===== src/rtl/spi_rb_pkg.sv =====
package spi_rb_pkg;

    localparam int WORD_W      = 16;
    localparam int DATA_W      = 9;
    localparam int CODE_W      = 3;
    localparam int NUM_CH_REGS = 5;
    localparam int CNT_W       = $clog2(WORD_W + 1);

    // field positions inside a received word
    localparam int POS_WD      = 15;
    localparam int POS_BANK    = 13;
    localparam int CMD_HI      = 12;
    localparam int CMD_LO      = 10;
    localparam logic [CMD_HI-CMD_LO:0] CMD_SELECT = '0;

    // per-channel register slots in a bank input array
    localparam int IDX_FAULT = 0;
    localparam int IDX_PWM   = 1;
    localparam int IDX_CONF  = 2;
    localparam int IDX_OCUR  = 3;
    localparam int IDX_RETRY = 4;

    typedef enum logic [1:0] {
        FR_IDLE = 2'd0,
        FR_XFER = 2'd1,
        FR_OVER = 2'd2
    } frame_state_e;

    typedef enum logic [CODE_W-1:0] {
        RC_STATUS = 3'd0,
        RC_FAULT  = 3'd1,
        RC_PWM    = 3'd2,
        RC_CONF   = 3'd3,
        RC_OCUR   = 3'd4,
        RC_RETRY  = 3'd5,
        RC_GCONF  = 3'd6,
        RC_DIAG   = 3'd7
    } reg_code_e;

    typedef struct packed {
        logic              bank;
        logic [CODE_W-1:0] code;
    } sel_t;

    function automatic logic parity_is_odd(input logic [WORD_W-1:0] w);
        return ^w;
    endfunction

endpackage


===== src/rtl/spi_rb_sync.sv =====
module spi_rb_sync #(
    parameter int STAGES = 2
) (
    input  logic clk,
    input  logic rst_n,
    input  logic sclk_i,
    input  logic cs_n_i,
    input  logic mosi_i,
    output logic sclk_rise,
    output logic sclk_fall,
    output logic cs_fall,
    output logic cs_rise,
    output logic mosi_s
);
    localparam int NSIG = 3;
    localparam logic [NSIG-1:0] RST_VAL = 3'b010; // {mosi, cs_n, sclk}

    logic [NSIG-1:0] raw;
    logic [NSIG-1:0] synced;
    logic            sclk_prev_q;
    logic            cs_prev_q;

    assign raw = {mosi_i, cs_n_i, sclk_i};

    for (genvar g = 0; g < NSIG; g++) begin : g_chain
        logic [STAGES-1:0] chain_q;
        always_ff @(posedge clk or negedge rst_n) begin
            if (!rst_n) chain_q <= {STAGES{RST_VAL[g]}};
            else        chain_q <= {chain_q[STAGES-2:0], raw[g]};
        end
        assign synced[g] = chain_q[STAGES-1];
    end

    always_ff @(posedge clk or negedge rst_n) begin
        if (!rst_n) begin
            sclk_prev_q <= 1'b0;
            cs_prev_q   <= 1'b1;
        end else begin
            sclk_prev_q <= synced[0];
            cs_prev_q   <= synced[1];
        end
    end

    assign sclk_rise = synced[0] & ~sclk_prev_q;
    assign sclk_fall = ~synced[0] & sclk_prev_q;
    assign cs_fall   = ~synced[1] & cs_prev_q;
    assign cs_rise   = synced[1] & ~cs_prev_q;
    assign mosi_s    = synced[2];

endmodule


===== src/rtl/spi_rb_frame.sv =====
module spi_rb_frame
    import spi_rb_pkg::*;
(
    input  logic              clk,
    input  logic              rst_n,
    input  logic              sclk_rise,
    input  logic              cs_fall,
    input  logic              cs_rise,
    input  logic              mosi_s,
    output logic              frame_start,
    output logic              frame_done,
    output logic              frame_ok,
    output logic [WORD_W-1:0] rx_word
);
    frame_state_e      state_q, state_d;
    logic [CNT_W-1:0]  cnt_q, cnt_d;
    logic [WORD_W-1:0] shreg_q, shreg_d;

    // state register
    always_ff @(posedge clk or negedge rst_n) begin
        if (!rst_n) begin
            state_q <= FR_IDLE;
            cnt_q   <= '0;
            shreg_q <= '0;
        end else begin
            state_q <= state_d;
            cnt_q   <= cnt_d;
            shreg_q <= shreg_d;
        end
    end

    // next state and datapath
    always_comb begin
        state_d = state_q;
        cnt_d   = cnt_q;
        shreg_d = shreg_q;
        unique case (state_q)
            FR_IDLE: begin
                if (cs_fall) begin
                    state_d = FR_XFER;
                    cnt_d   = '0;
                end
            end
            FR_XFER: begin
                if (cs_rise) begin
                    state_d = FR_IDLE;
                end else if (sclk_rise) begin
                    if (cnt_q == CNT_W'(WORD_W)) begin
                        state_d = FR_OVER;
                    end else begin
                        shreg_d = {shreg_q[WORD_W-2:0], mosi_s};
                        cnt_d   = cnt_q + 1'b1;
                    end
                end
            end
            FR_OVER: begin
                if (cs_rise) state_d = FR_IDLE;
            end
            default: state_d = FR_IDLE;
        endcase
    end

    // outputs
    always_comb begin
        frame_start = cs_fall && (state_q == FR_IDLE);
        frame_done  = cs_rise && (state_q != FR_IDLE);
        frame_ok    = (state_q == FR_XFER) && (cnt_q == CNT_W'(WORD_W))
                      && parity_is_odd(shreg_q);
        rx_word     = shreg_q;
    end

    assert_overrun_state_R1: assert property (@(posedge clk) disable iff (!rst_n)
        (state_q == FR_XFER && !cs_rise && sclk_rise && cnt_q == CNT_W'(WORD_W))
        |=> state_q == FR_OVER);

    assert_count_bound_R1: assert property (@(posedge clk) disable iff (!rst_n)
        cnt_q <= CNT_W'(WORD_W));

    assert_commit_to_idle_R1: assert property (@(posedge clk) disable iff (!rst_n)
        frame_done |=> state_q == FR_IDLE);

    assert_over_never_ok_R1: assert property (@(posedge clk) disable iff (!rst_n)
        (state_q == FR_OVER) |-> !frame_ok);

endmodule


===== src/rtl/spi_rb_regsel.sv =====
module spi_rb_regsel
    import spi_rb_pkg::*;
#(
    parameter int NREG  = NUM_CH_REGS,
    parameter int DW    = DATA_W
) (
    input  logic                      clk,
    input  logic                      rst_n,
    input  logic                      frame_done,
    input  logic                      frame_ok,
    input  logic [WORD_W-1:0]         rx_word,
    input  logic [NREG-1:0][DW-1:0]   bank0_regs,
    input  logic [NREG-1:0][DW-1:0]   bank1_regs,
    input  logic [DW-1:0]             status_reg,
    input  logic [DW-1:0]             gconf_reg,
    input  logic [DW-1:0]             diag_reg,
    output sel_t                      sel_q,
    output logic                      wd_q,
    output logic                      err_q,
    output logic [DW-1:0]             sel_data
);
    logic                    is_select;
    logic [NREG-1:0][DW-1:0] chan_bank;
    logic                    unused_rx_bits;

    assign is_select      = (rx_word[CMD_HI:CMD_LO] == CMD_SELECT);
    assign unused_rx_bits = ^rx_word[CMD_LO-1:CODE_W];

    always_ff @(posedge clk or negedge rst_n) begin
        if (!rst_n) begin
            sel_q <= '0;
            wd_q  <= 1'b0;
            err_q <= 1'b0;
        end else if (frame_done) begin
            if (frame_ok) begin
                wd_q  <= rx_word[POS_WD];
                err_q <= 1'b0;
                if (is_select) begin
                    sel_q.bank <= rx_word[POS_BANK];
                    sel_q.code <= rx_word[CODE_W-1:0];
                end
            end else begin
                err_q <= 1'b1;
            end
        end
    end

    assign chan_bank = sel_q.bank ? bank1_regs : bank0_regs;

    always_comb begin
        sel_data = '0;
        unique case (reg_code_e'(sel_q.code))
            RC_STATUS: sel_data = status_reg;
            RC_FAULT:  sel_data = chan_bank[IDX_FAULT];
            RC_PWM:    sel_data = chan_bank[IDX_PWM];
            RC_CONF:   sel_data = chan_bank[IDX_CONF];
            RC_OCUR:   sel_data = chan_bank[IDX_OCUR];
            RC_RETRY:  sel_data = chan_bank[IDX_RETRY];
            RC_GCONF:  sel_data = gconf_reg;
            RC_DIAG:   sel_data = diag_reg;
            default:   sel_data = '0;
        endcase
    end

    assert_reject_holds_R8: assert property (@(posedge clk) disable iff (!rst_n)
        (frame_done && !frame_ok) |=> ($stable(sel_q) && $stable(wd_q) && err_q));

    assert_accept_clears_R4: assert property (@(posedge clk) disable iff (!rst_n)
        (frame_done && frame_ok) |=> !err_q);

    assert_sel_quiet_R5: assert property (@(posedge clk) disable iff (!rst_n)
        !frame_done |=> $stable(sel_q));

    assert_other_cmd_keeps_R9: assert property (@(posedge clk) disable iff (!rst_n)
        (frame_done && frame_ok && !is_select) |=> $stable(sel_q));

endmodule


===== src/rtl/spi_rb_txword.sv =====
module spi_rb_txword
    import spi_rb_pkg::*;
(
    input  logic              clk,
    input  logic              rst_n,
    input  logic              frame_start,
    input  logic              cs_rise,
    input  logic              sclk_fall,
    input  logic [WORD_W-1:0] word_in,
    output logic              miso
);
    logic [WORD_W-1:0] tx_sr_q;
    logic              active_q;

    always_ff @(posedge clk or negedge rst_n) begin
        if (!rst_n) begin
            tx_sr_q  <= '0;
            active_q <= 1'b0;
        end else begin
            if (frame_start) begin
                tx_sr_q  <= word_in;
                active_q <= 1'b1;
            end else begin
                if (cs_rise) active_q <= 1'b0;
                if (active_q && sclk_fall) tx_sr_q <= {tx_sr_q[WORD_W-2:0], 1'b0};
            end
        end
    end

    assign miso = active_q & tx_sr_q[WORD_W-1];

    assert_capture_at_start_R2: assert property (@(posedge clk) disable iff (!rst_n)
        frame_start |=> (tx_sr_q == $past(word_in)) && active_q);

    assert_shift_step_R2: assert property (@(posedge clk) disable iff (!rst_n)
        (active_q && sclk_fall && !frame_start)
        |=> tx_sr_q[WORD_W-1:1] == $past(tx_sr_q[WORD_W-2:0]));

    assert_quiet_between_R2: assert property (@(posedge clk) disable iff (!rst_n)
        (!active_q && !frame_start) |=> !miso);

endmodule


===== src/rtl/spi_status_readback.sv =====
module spi_status_readback
    import spi_rb_pkg::*;
#(
    parameter int SYNC_STAGES = 2,
    parameter int NREG        = NUM_CH_REGS,
    parameter int DW          = DATA_W
) (
    input  logic                    clk,
    input  logic                    rst_n,
    input  logic                    spi_sclk,
    input  logic                    spi_cs_n,
    input  logic                    spi_mosi,
    output logic                    spi_miso,
    input  logic                    normal_mode,
    input  logic [NREG-1:0][DW-1:0] bank0_regs,
    input  logic [NREG-1:0][DW-1:0] bank1_regs,
    input  logic [DW-1:0]           status_reg,
    input  logic [DW-1:0]           gconf_reg,
    input  logic [DW-1:0]           diag_reg
);
    logic              sclk_rise, sclk_fall, cs_fall, cs_rise, mosi_s;
    logic              frame_start, frame_done, frame_ok;
    logic [WORD_W-1:0] rx_word;
    sel_t              sel_q;
    logic              wd_q, err_q;
    logic [DW-1:0]     sel_data;
    logic [WORD_W-1:0] resp_word;

    spi_rb_sync #(.STAGES(SYNC_STAGES)) i_sync (
        .clk       (clk),
        .rst_n     (rst_n),
        .sclk_i    (spi_sclk),
        .cs_n_i    (spi_cs_n),
        .mosi_i    (spi_mosi),
        .sclk_rise (sclk_rise),
        .sclk_fall (sclk_fall),
        .cs_fall   (cs_fall),
        .cs_rise   (cs_rise),
        .mosi_s    (mosi_s)
    );

    spi_rb_frame i_frame (
        .clk         (clk),
        .rst_n       (rst_n),
        .sclk_rise   (sclk_rise),
        .cs_fall     (cs_fall),
        .cs_rise     (cs_rise),
        .mosi_s      (mosi_s),
        .frame_start (frame_start),
        .frame_done  (frame_done),
        .frame_ok    (frame_ok),
        .rx_word     (rx_word)
    );

    spi_rb_regsel #(.NREG(NREG), .DW(DW)) i_regsel (
        .clk        (clk),
        .rst_n      (rst_n),
        .frame_done (frame_done),
        .frame_ok   (frame_ok),
        .rx_word    (rx_word),
        .bank0_regs (bank0_regs),
        .bank1_regs (bank1_regs),
        .status_reg (status_reg),
        .gconf_reg  (gconf_reg),
        .diag_reg   (diag_reg),
        .sel_q      (sel_q),
        .wd_q       (wd_q),
        .err_q      (err_q),
        .sel_data   (sel_data)
    );

    assign resp_word = {wd_q, err_q, sel_q, normal_mode, sel_data};

    spi_rb_txword i_tx (
        .clk         (clk),
        .rst_n       (rst_n),
        .frame_start (frame_start),
        .cs_rise     (cs_rise),
        .sclk_fall   (sclk_fall),
        .word_in     (resp_word),
        .miso        (spi_miso)
    );

    assert_start_done_apart_R1: assert property (@(posedge clk) disable iff (!rst_n)
        !(frame_start && frame_done));

endmodule


===== config.mk =====
export PLATFORM = sky130hd
export DESIGN_NAME = spi_status_readback
export DESIGN_NICKNAME = d
export VERILOG_FILES = /design/src/rtl/spi_rb_pkg.sv /design/src/rtl/spi_rb_sync.sv /design/src/rtl/spi_rb_frame.sv /design/src/rtl/spi_rb_regsel.sv /design/src/rtl/spi_rb_txword.sv /design/src/rtl/spi_status_readback.sv
export SDC_FILE = /design/constraint.sdc
export NUM_CORES = 1
export LEC_CHECK = 0
export CAP_MARGIN = 30
export CORE_MARGIN = 4
export CORE_UTILIZATION = 41
export CTS_CLUSTER_SIZE = 28
export DETAILED_ROUTE_END_ITERATION = 10
export MAX_ROUTING_LAYER = met4
export PLACE_DENSITY = 0.75
export REMOVE_ABC_BUFFERS = 1
export SLEW_MARGIN = 10
export SYNTH_ARGS = -nofsm -noshare
export SYNTH_HDL_FRONTEND = slang
export SYNTH_SLANG_ARGS = --single-unit

===== constraint.sdc =====
create_clock -name clk -period 3 [get_ports clk]
set_clock_uncertainty 0.2 [all_clocks]
set_input_delay 0.6 -clock clk [delete_from_list [all_inputs] [get_ports clk]]
set_output_delay 0.6 -clock clk [all_outputs]
set_load 0.05 [all_outputs]

---- After elaboration in Yosys (flattened, before gate mapping) ----
Cells that the tools add are included.
storage, ports and cells
  register bits ........................... 54
  bits in latches ......................... 0
  bits in writable memories ............... 0
  ROM bits ................................ 0
  bits of input ports ..................... 123
  logic and storage cells ................. 79
  memories ................................ 0
cells by class
  $add $sub $neg .......................... 1
  multiply operators ...................... 0
  div/mod/pow operators ................... 0
  $lt $le $gt $ge ......................... 0
  eq/ne operators ......................... 17
  shifts and indexed selects .............. 0
  multiplexer cells ....................... 18
  bitwise operators ....................... 11
  reduce and logical (&&, ||, !) cells .... 18
operators by type and width
  operator                                                number
  case mux 9 bit (8 select lines)                         1
  2-to-1 mux 45 bit                                       1
  2-to-1 mux 16 bit                                       2
  2-to-1 mux 5 bit                                        4
  XOR reduction 16 bit                                    1
  == test 3 bit (second input constant)                   4
  2-to-1 mux 2 bit                                        5
  case mux 5 bit (2 select lines)                         1
  AND reduction 4 bit                                     2
  nonzero test 2 bit                                      4
  == test 3 x 2 -> 1 bit (second input constant)          2
  zero test 3 bit                                         2
  inequality test 2 x 1 -> 1 bit (second input constant)  3
  inverter 1 bit                                          6
  case mux 2 bit (3 select lines)                         1
  adder 5 x 1 -> 5 bit (second input constant)            1
  bitwise AND 1 bit                                       5
  == test 5 bit (second input constant)                   1
  logical AND 1 bit                                       5
  AND reduction 5 bit                                     1
  inequality test 2 bit (second input constant)           2
  == test 3 x 1 -> 1 bit (second input constant)          1
  2-to-1 mux 1 bit                                        3
  inequality test 3 x 1 -> 1 bit (second input constant)  1
  other kinds (6)                                         6

---- Depth between registers and ports, before layout ----
Gate-level depths: netlist of run 1.
  word-level depth ........................ 5
  gate-level depth with buffers ........... 8

---- Modules after synthesis ----
Synthesis of run 1 repeated with hierarchy kept, for this count alone.
second synthesis, totals
  cell total of the unflattened synthesis .. 351
  area total of the unflattened synthesis .. 3,667.3 µm²
modules (own cells, without submodules)
  module         instances  cells each  area an instance (µm²)
  spi_rb_regsel  1          153         1,263.7
  spi_rb_frame   1          92          1,172.4
  spi_rb_txword  1          94          992.2
  spi_rb_sync    1          12          239.0

---- Least setup slack after synthesis of run 1 ----
Ideal clock, no wire load.
  path kind ............................... flip-flop to flip-flop
  from .................................... register i_frame.shreg_q[10] (netlist: i_frame.rx_word[10])
  to ...................................... register i_regsel.sel_q[0] (netlist name)
  arrival ................................. 2,079 ps
  data required time ...................... 2,675 ps
  setup slack ............................. 597 ps
  cell stages (with the launch flop) ...... 8
  cell sequence ........................... dfrtp_1 > inv_1 > ha_1 > xnor2_1 > xnor2_1 > xnor3_1 > nor4_4 > mux2_2
between the ends
  cells in the longest elaborated chain, start to end .. 3
  elaborated cells between the ends (all ways) .. 4
RTL lines
  item                               RTL line            source
  start: declaration                 spi_rb_frame.sv:17  logic [WORD_W-1:0] shreg_q, shreg_d;
  start signal: assignment           spi_rb_frame.sv:28  shreg_q <= shreg_d;
  XOR reduction 16 bit               spi_rb_pkg.sv:46    return ^w;
  logical AND 1 bit                  spi_rb_frame.sv:68  && parity_is_odd(shreg_q);
  AND reduction 3 bit (no line) (*)  n/a
Every way passes the cells marked *; elsewhere a longest branch is shown, timed or not.
A chain may end at the register's enable or synchronous reset.

---- Final worst setup path of run 1 ----
  from .................................... register i_frame.shreg_q[10] (netlist: i_frame.rx_word[10])
  to ...................................... register i_regsel.sel_q[3] (netlist name)
between the ends
  cells in the longest elaborated chain, start to end .. 3
  elaborated cells between the ends (all ways) .. 4
RTL lines
  item                               RTL line
  XOR reduction 16 bit               spi_rb_pkg.sv:46
  logical AND 1 bit                  spi_rb_frame.sv:68
  AND reduction 3 bit (no line) (*)  n/a
Marks and branches as above.

==> metrics.txt, run 1 <==
status completed; total routed wirelength 9.26 mm; flops & latches, synth 54; Worst R2R Setup Slack around 460 ps; Max Root-Sink Buffers 2; met3 routed wirelength 534 um; pin count of the biggest net entering global routing 43; required arrival time at the worst endpoint 2990 ps; I/O pin cnt 124; aggregate global routing overflow 0; Antenna Violating Nets Remaining 0; CTS-repair resized insts 0; power density of the placed cells ~420 mW/mm2; share of the yosys chip area belonging to registers 40.4%; Metal-1 WL 4.00 mm; sort of element at the start of the critical path flip-flop; static power due to leakage 1.94 nW; CTS tree done; Yosys Warn Count 0; setup TNS after final layout 0 ps; global-route wire length before repair 15.0 mm; number of different library cells in the post-synthesis netlist 44; shortest clock period the worst path allows after layout about 2500 ps; top cells by area, synth dfrtp_1, mux2i_1, mux2_2; CTS Hold Buffers Added 0; worst reg2reg path endpoint i_regsel.sel_q[3]; number of standard cells after synthesis 327; library cell appearing most often on the critical path xnor2_1; highest layer used for signal routing met4; most instantiated flip-flop cell in the synthesis netlist dfrtp_1; initial antenna violation count 0; endpoint type of the worst setup path flip-flop; most frequent cells in the layout clkdlybuf4s50_1, dfrtp_1, mux2i_1, mux2_2, o21ai_0; commonest non-fill, non-tap cell in the layout clkdlybuf4s50_1; WL met2 4.58 mm; worst reg2reg path depth 7; Die Ht 98.5 um; total vias in the final route 2,951; number of post-CTS setup repair buffers 0; Max VDD drop 0.511 mV; placer's final routability congestion estimate ~0.86; delay of the slowest cell on the worst path 470 ps; average routed wire per standard cell 17.0 um; Slew @ Worst Pin 966 ps; share of flip-flops with an asynchronous set or reset after synthesis 100%; CTS clk-pin slew, worst paths 100 ps; post-DP HPWL 7.16 mm; fmax a little under 0.4 GHz; root cell of the clock tree clkbuf_8; clock network latency to the later pin of the worst-skew pair 310 ps; total of endpoints with negative setup slack in the final report 0; max-slew violation count 0; Crit. Startpoint i_frame.rx_word[10]; effective utilization at floorplan 42.8%; H-tree levels 2; number of diodes added for antenna fixing 0; number of clock sinks seen by CTS between 50 and 60; ratio of final minimum period to clock period 84.8%; overall fraction of global-route tracks in use 19.6%; number of flops mapped to enable cells by yosys 0; Setup CP Type reg2reg; worst hold path type in2async; area inside the core boundary roughly 0.0078 mm2; final number of hold-violating endpoints 0; Yosys top cell by area dfrtp_1; netlist area before placement 0.00336 mm2; count of max-cap constraint violations 0; DR DRC count 0; mean cell area of the mapped netlist 10.3 um2; vias in the first global route 2,953; number of placement rows 32; share of final-layout standard cells stronger than drive strength 1 12.2%; Net count, final 569; RSZ-0062 raised after global routing false; violation count after the first detailed-routing iteration 150; WP data arrival roughly 2500 ps; capturing element of the worst setup path i_regsel.sel_q[3]; startpoint of the worst-slack reg-to-reg timing path i_frame.rx_word[10]; highest net fanout along the worst path 4; Inserted Clock Buffers 5; horizontal die dimension 98.5 um; Slowest cell on crit path xnor3_1; area grow syn2layout 43.4%; share of Yosys cell area claimed by the top area cell type 38.0%; Die Area 0.00970 mm2; via count normalized by instance count 5.40; worst-case headroom to the max-slew limit 35.4%; drt first pass iters 6; PnR Total Power 2.01 mW; count of input and output buffers 123; cells along the critical path inv_1, ha_1, xnor2_1, xnor2_1, xnor3_1, nor4_4, mux2_2
## sequential cells by signal (all words and copies together), names as in the netlist
register                count
i_regsel.sel_q              4
i_frame.cnt_q               5
i_regsel.err_q              1
i_sync.cs_prev_q            1
i_sync.g_chain.chain_q      6
i_frame.rx_word            16
i_sync.sclk_prev_q          1
i_tx.active_q               1
i_frame.state_q             2
i_regsel.wd_q               1
i_tx.tx_sr_q               16
## metal layers
metal | GRT usage, % | vias to the layer above
li1 | - | 1437
met1 | 24.7 | 1413
met4 | 5.15 | 0
met3 | 4.25 | 16
met5 | - | -
met2 | 32.0 | 85
## final cells by class
type	instances	area (um2)
Clock inverter	3	21.3
Fill cell	717	3040
Inverter	5	18.8
Sequential cell	54	1360
Timing Repair Buffer	134	1330
Tap cell	102	128
Clock buffer	5	68.8
Multi-Input combinational cell	243	1890
## Yosys cell counts (all sizes together), types with 3 or more instances
cell type,count
inv,5
xnor3,3
o22ai,11
o22a,4
dfrtp,51
nor2,15
clkbuf,17
nand2b,5
nor3b,4
a221oi,7
nand2,19
xnor2,10
buf,8
o21ai,24
a211oi,6
dfstp,3
ha,3
mux2,26
a22oi,8
nor3,9
mux2i,46
nor2b,3
a21oi,13
## power breakdown
part | internal, mW | switching, mW | leakage (nW)
clock network | 0.164 | 0.235 | 0.0441
registers | 0.860 | 0.107 | 0.693
logic | 0.405 | 0.235 | 1.20
total | 1.43 | 0.577 | 1.94
## worst max-delay path, delay by kind of cell, from the launching register on
kind	cells	cell delay, ps
simple gates	1	350
mux	1	380
flops	1	350
buf+inv	1	60
xor+xnor	3	800
fa+ha+maj	1	300
## through the flow
step,setup WS [ps],std cells,utilization (%),instance area [um2],hold slack [ps]
final,456,546,61.3,4810,61.8
after global routing,320,546,61.3,4810,70.8
after CTS,433,545,61.0,4780,160
after detailed placement,449,537,59.8,4690,136
after global placement,525,537,59.8,4690,133
after floorplan,277,302,-,3260,104
## how the worst min path moves through the flow
stage,endpoint,slack [ps],cells past startpoint
final,i_frame.rx_word[6],60,1
after global placement,i_sync.g_chain[2].chain_q[1],130,0
after floorplan,i_frame.cnt_q[0],100,0
after global routing,i_frame.rx_word[15],70,1
after CTS,i_sync.g_chain[2].chain_q[1],160,0
after detailed placement,i_sync.g_chain[2].chain_q[1],140,0
## cell families (layout without fill, tap and decap cells)
kind of cell	Yosys count	in the layout	share of synthesized area, %
AND/OR/NAND/NOR	71	71	11.7
AO/OA/AOI/OAI	84	84	16.2
buffers and inverters	30	147	3.54
adder cells (fa/ha/maj)	3	3	1.12
multiplexers	72	72	22.4
flip-flops	54	54	40.4
XOR/XNOR	13	13	4.62
No activity file was read; power rests on OpenSTA's default activity.
==> run 2: changes to the inputs <==
--- a/config.mk
+++ b/config.mk
@@ -11,7 +11,7 @@
 export CTS_CLUSTER_SIZE = 28
 export DETAILED_ROUTE_END_ITERATION = 10
 export MAX_ROUTING_LAYER = met4
-export PLACE_DENSITY = 0.75
+export PLACE_DENSITY = 0.78
 export REMOVE_ABC_BUFFERS = 1
 export SLEW_MARGIN = 10
 export SYNTH_ARGS = -nofsm -noshare
==> constraint.sdc (replaced) <==
create_clock -name clk -period 2.1 [get_ports clk]
set_clock_uncertainty 0.2 [all_clocks]
set_input_delay 0.42 -clock clk [delete_from_list [all_inputs] [get_ports clk]]
set_output_delay 0.42 -clock clk [all_outputs]
set_load 0.05 [all_outputs]
==> metrics.txt, run 2 (synthesis results as in run 1) <==
most frequent cells in the layout clkdlybuf4s50_1, dfrtp_1, mux2i_1, buf_4, o21ai_0; placer's final routability congestion estimate 0.857 (-0.33%); WP data arrival 2440 ps (-90 ps); CTS clk-pin slew, worst paths 90 ps (about the same); total vias in the final route 3,093 (+4.8%); violated checks setup timing; via count normalized by instance count 5.31 (-1.7%); count of input and output buffers 123 (unchanged); startpoint of the worst-slack reg-to-reg timing path i_frame.rx_word[13]; share of final-layout standard cells stronger than drive strength 1 21.0% (+8.9 points); highest net fanout along the worst path 2 (-2); effective utilization at floorplan 42.8% (unchanged); count of max-cap constraint violations 0 (unchanged); area grow syn2layout 54.9%; Crit. Startpoint i_frame.rx_word[13]; worst-case headroom to the max-slew limit 72.9% (+38 points); CTS tree done; total of endpoints with negative setup slack in the final report 7 (+7); horizontal die dimension 98.5 um (unchanged); number of clock sinks seen by CTS 54 (unchanged); power density of the placed cells 616 mW/mm2 (+48%); Setup CP Type reg2reg; setup TNS after final layout -1870 ps (-1870 ps); commonest non-fill, non-tap cell in the layout clkdlybuf4s50_1; post-route setup slack -333 ps (-790 ps); startpoint of the worst hold path i_sync.g_chain[1].chain_q[0]; Antenna Violating Nets Remaining 0 (unchanged); shortest clock period the worst path allows after layout 2430 ps (-110 ps); DR DRC count 0 (unchanged); static power due to leakage 2.15 nW (+11%); post-DP HPWL 7.58 mm (+5.9%); global-route wire length before repair 15.5 mm (+3.1%); ratio of final minimum period to clock period 116% (+31 points); Final Non-Filler Cells 582 (+6.6%); fmax 0.411 GHz (+4.5%); Max VDD drop 0.450 mV (-12%); Die Ht 98.5 um (unchanged); Net count, final 605 (+6.3%); Die Area 0.00970 mm2 (unchanged); fill cell instance count of the final layout 614 (-14%); max-slew violation count 0 (unchanged); number of diodes added for antenna fixing 0 (unchanged); final number of hold-violating endpoints 0 (unchanged); vias in the first global route 3,077 (+4.2%); total routed wirelength 10.1 mm (+8.9%); Inserted Clock Buffers 5 (unchanged); pin count of the biggest net entering global routing 39 (-9.3%); clock network latency to the later pin of the worst-skew pair 320 ps (about the same); drt first pass iters 4 (-2); RSZ-0062 raised after global routing true; root cell of the clock tree clkbuf_8; Slew @ Worst Pin 405 ps (-561 ps); average routed wire per standard cell 17.3 um (+2.2%); worst hold path type reg2reg; I/O pin cnt 124 (unchanged); H-tree levels 2 (unchanged); endpoint type of the worst setup path flip-flop; aggregate global routing overflow 0 (unchanged); Inst Count DP 563 (+4.8%); sort of element at the start of the critical path flip-flop; status finished with violations; overall fraction of global-route tracks in use 20.4% (+0.80 points); initial antenna violation count 0 (unchanged); violation count after the first detailed-routing iteration 143 (-4.7%); Max Root-Sink Buffers 2 (unchanged); required arrival time at the worst endpoint 2110 ps (-880 ps); number of placement rows 32 (unchanged); area inside the core boundary 0.00785 mm2 (unchanged); Core Util, Final 66.2% (+4.9 points)
## run 2: power by group
part,total (mW),internal [mW],switching [mW]
Clock,0.607,0.266,0.341
Sequential,1.36,1.23,0.131
Combinational,1.24,0.746,0.492
Total,3.20,2.24,0.964
## run 2: critical path: stages (launching register included)
cell and delay [ps]:
dfrtp_1 370, xnor3_1 400, xnor3_1 220, xnor3_2 470
buf_4 170, nor3_4 190, mux2_4 310
## run 2: cell type report
| cell class | count | area, um2 | area share, % |
|---|---|---|---|
| clock buffer | 6 | 82.6 | 1.59 |
| inverter | 5 | 18.8 | 0.361 |
| tap | 102 | 128 | 2.45 |
| clock inverter | 2 | 12.5 | 0.241 |
| timing repair buffer | 170 | 1640 | 31.5 |
| sequential | 54 | 1360 | 26.1 |
| multi-input combinational | 243 | 1960 | 37.7 |
## run 2: worst paths after layout
check,to,slack [ps],depth (start not counted)
max,i_regsel.wd_q,-330,6
min,i_sync.g_chain[1].chain_q[1],160,0
max reg2reg,i_regsel.wd_q,-330,6
min reg2reg,i_sync.g_chain[1].chain_q[1],160,0
max in group asynchronous,i_sync.g_chain[1].chain_q[0],750,3
min in group asynchronous,i_sync.g_chain[0].chain_q[1],360,2
## run 2: timing repair
action | CTS | global route
endpoints found under the hold margin | 16 | 0
hold buffers | 1 | 0
buffers inserted | 4 | 5
cloned | 0 | 1
pin swaps | 3 | 5
gates resized for setup | 10 | 11
setup endpoints to repair | 7 | 29
## run 2: metrics by stage
stage          cell area, um2  power [mW]  setup WS [ps]  hold WS [ps]
3_5_place_dp             4920        2.44           -441           146
4_1_cts                  5100        3.14           -275           163
3_3_place_gp             4920        2.39           -374           137
2_1_floorplan            3260        1.92           -623         -75.6
5_1_grt                  5200        3.36           -391           175
6_report                 5200        3.20           -333           160
## run 2: layer usage
metal	vias up	track usage, %	share of wire [%]
met2	77	34.2	51
met4	0	4.94	2.1
met1	1477	24.7	42
met5	-	-	0
li1	1518	-	-
met3	21	5.02	5.1
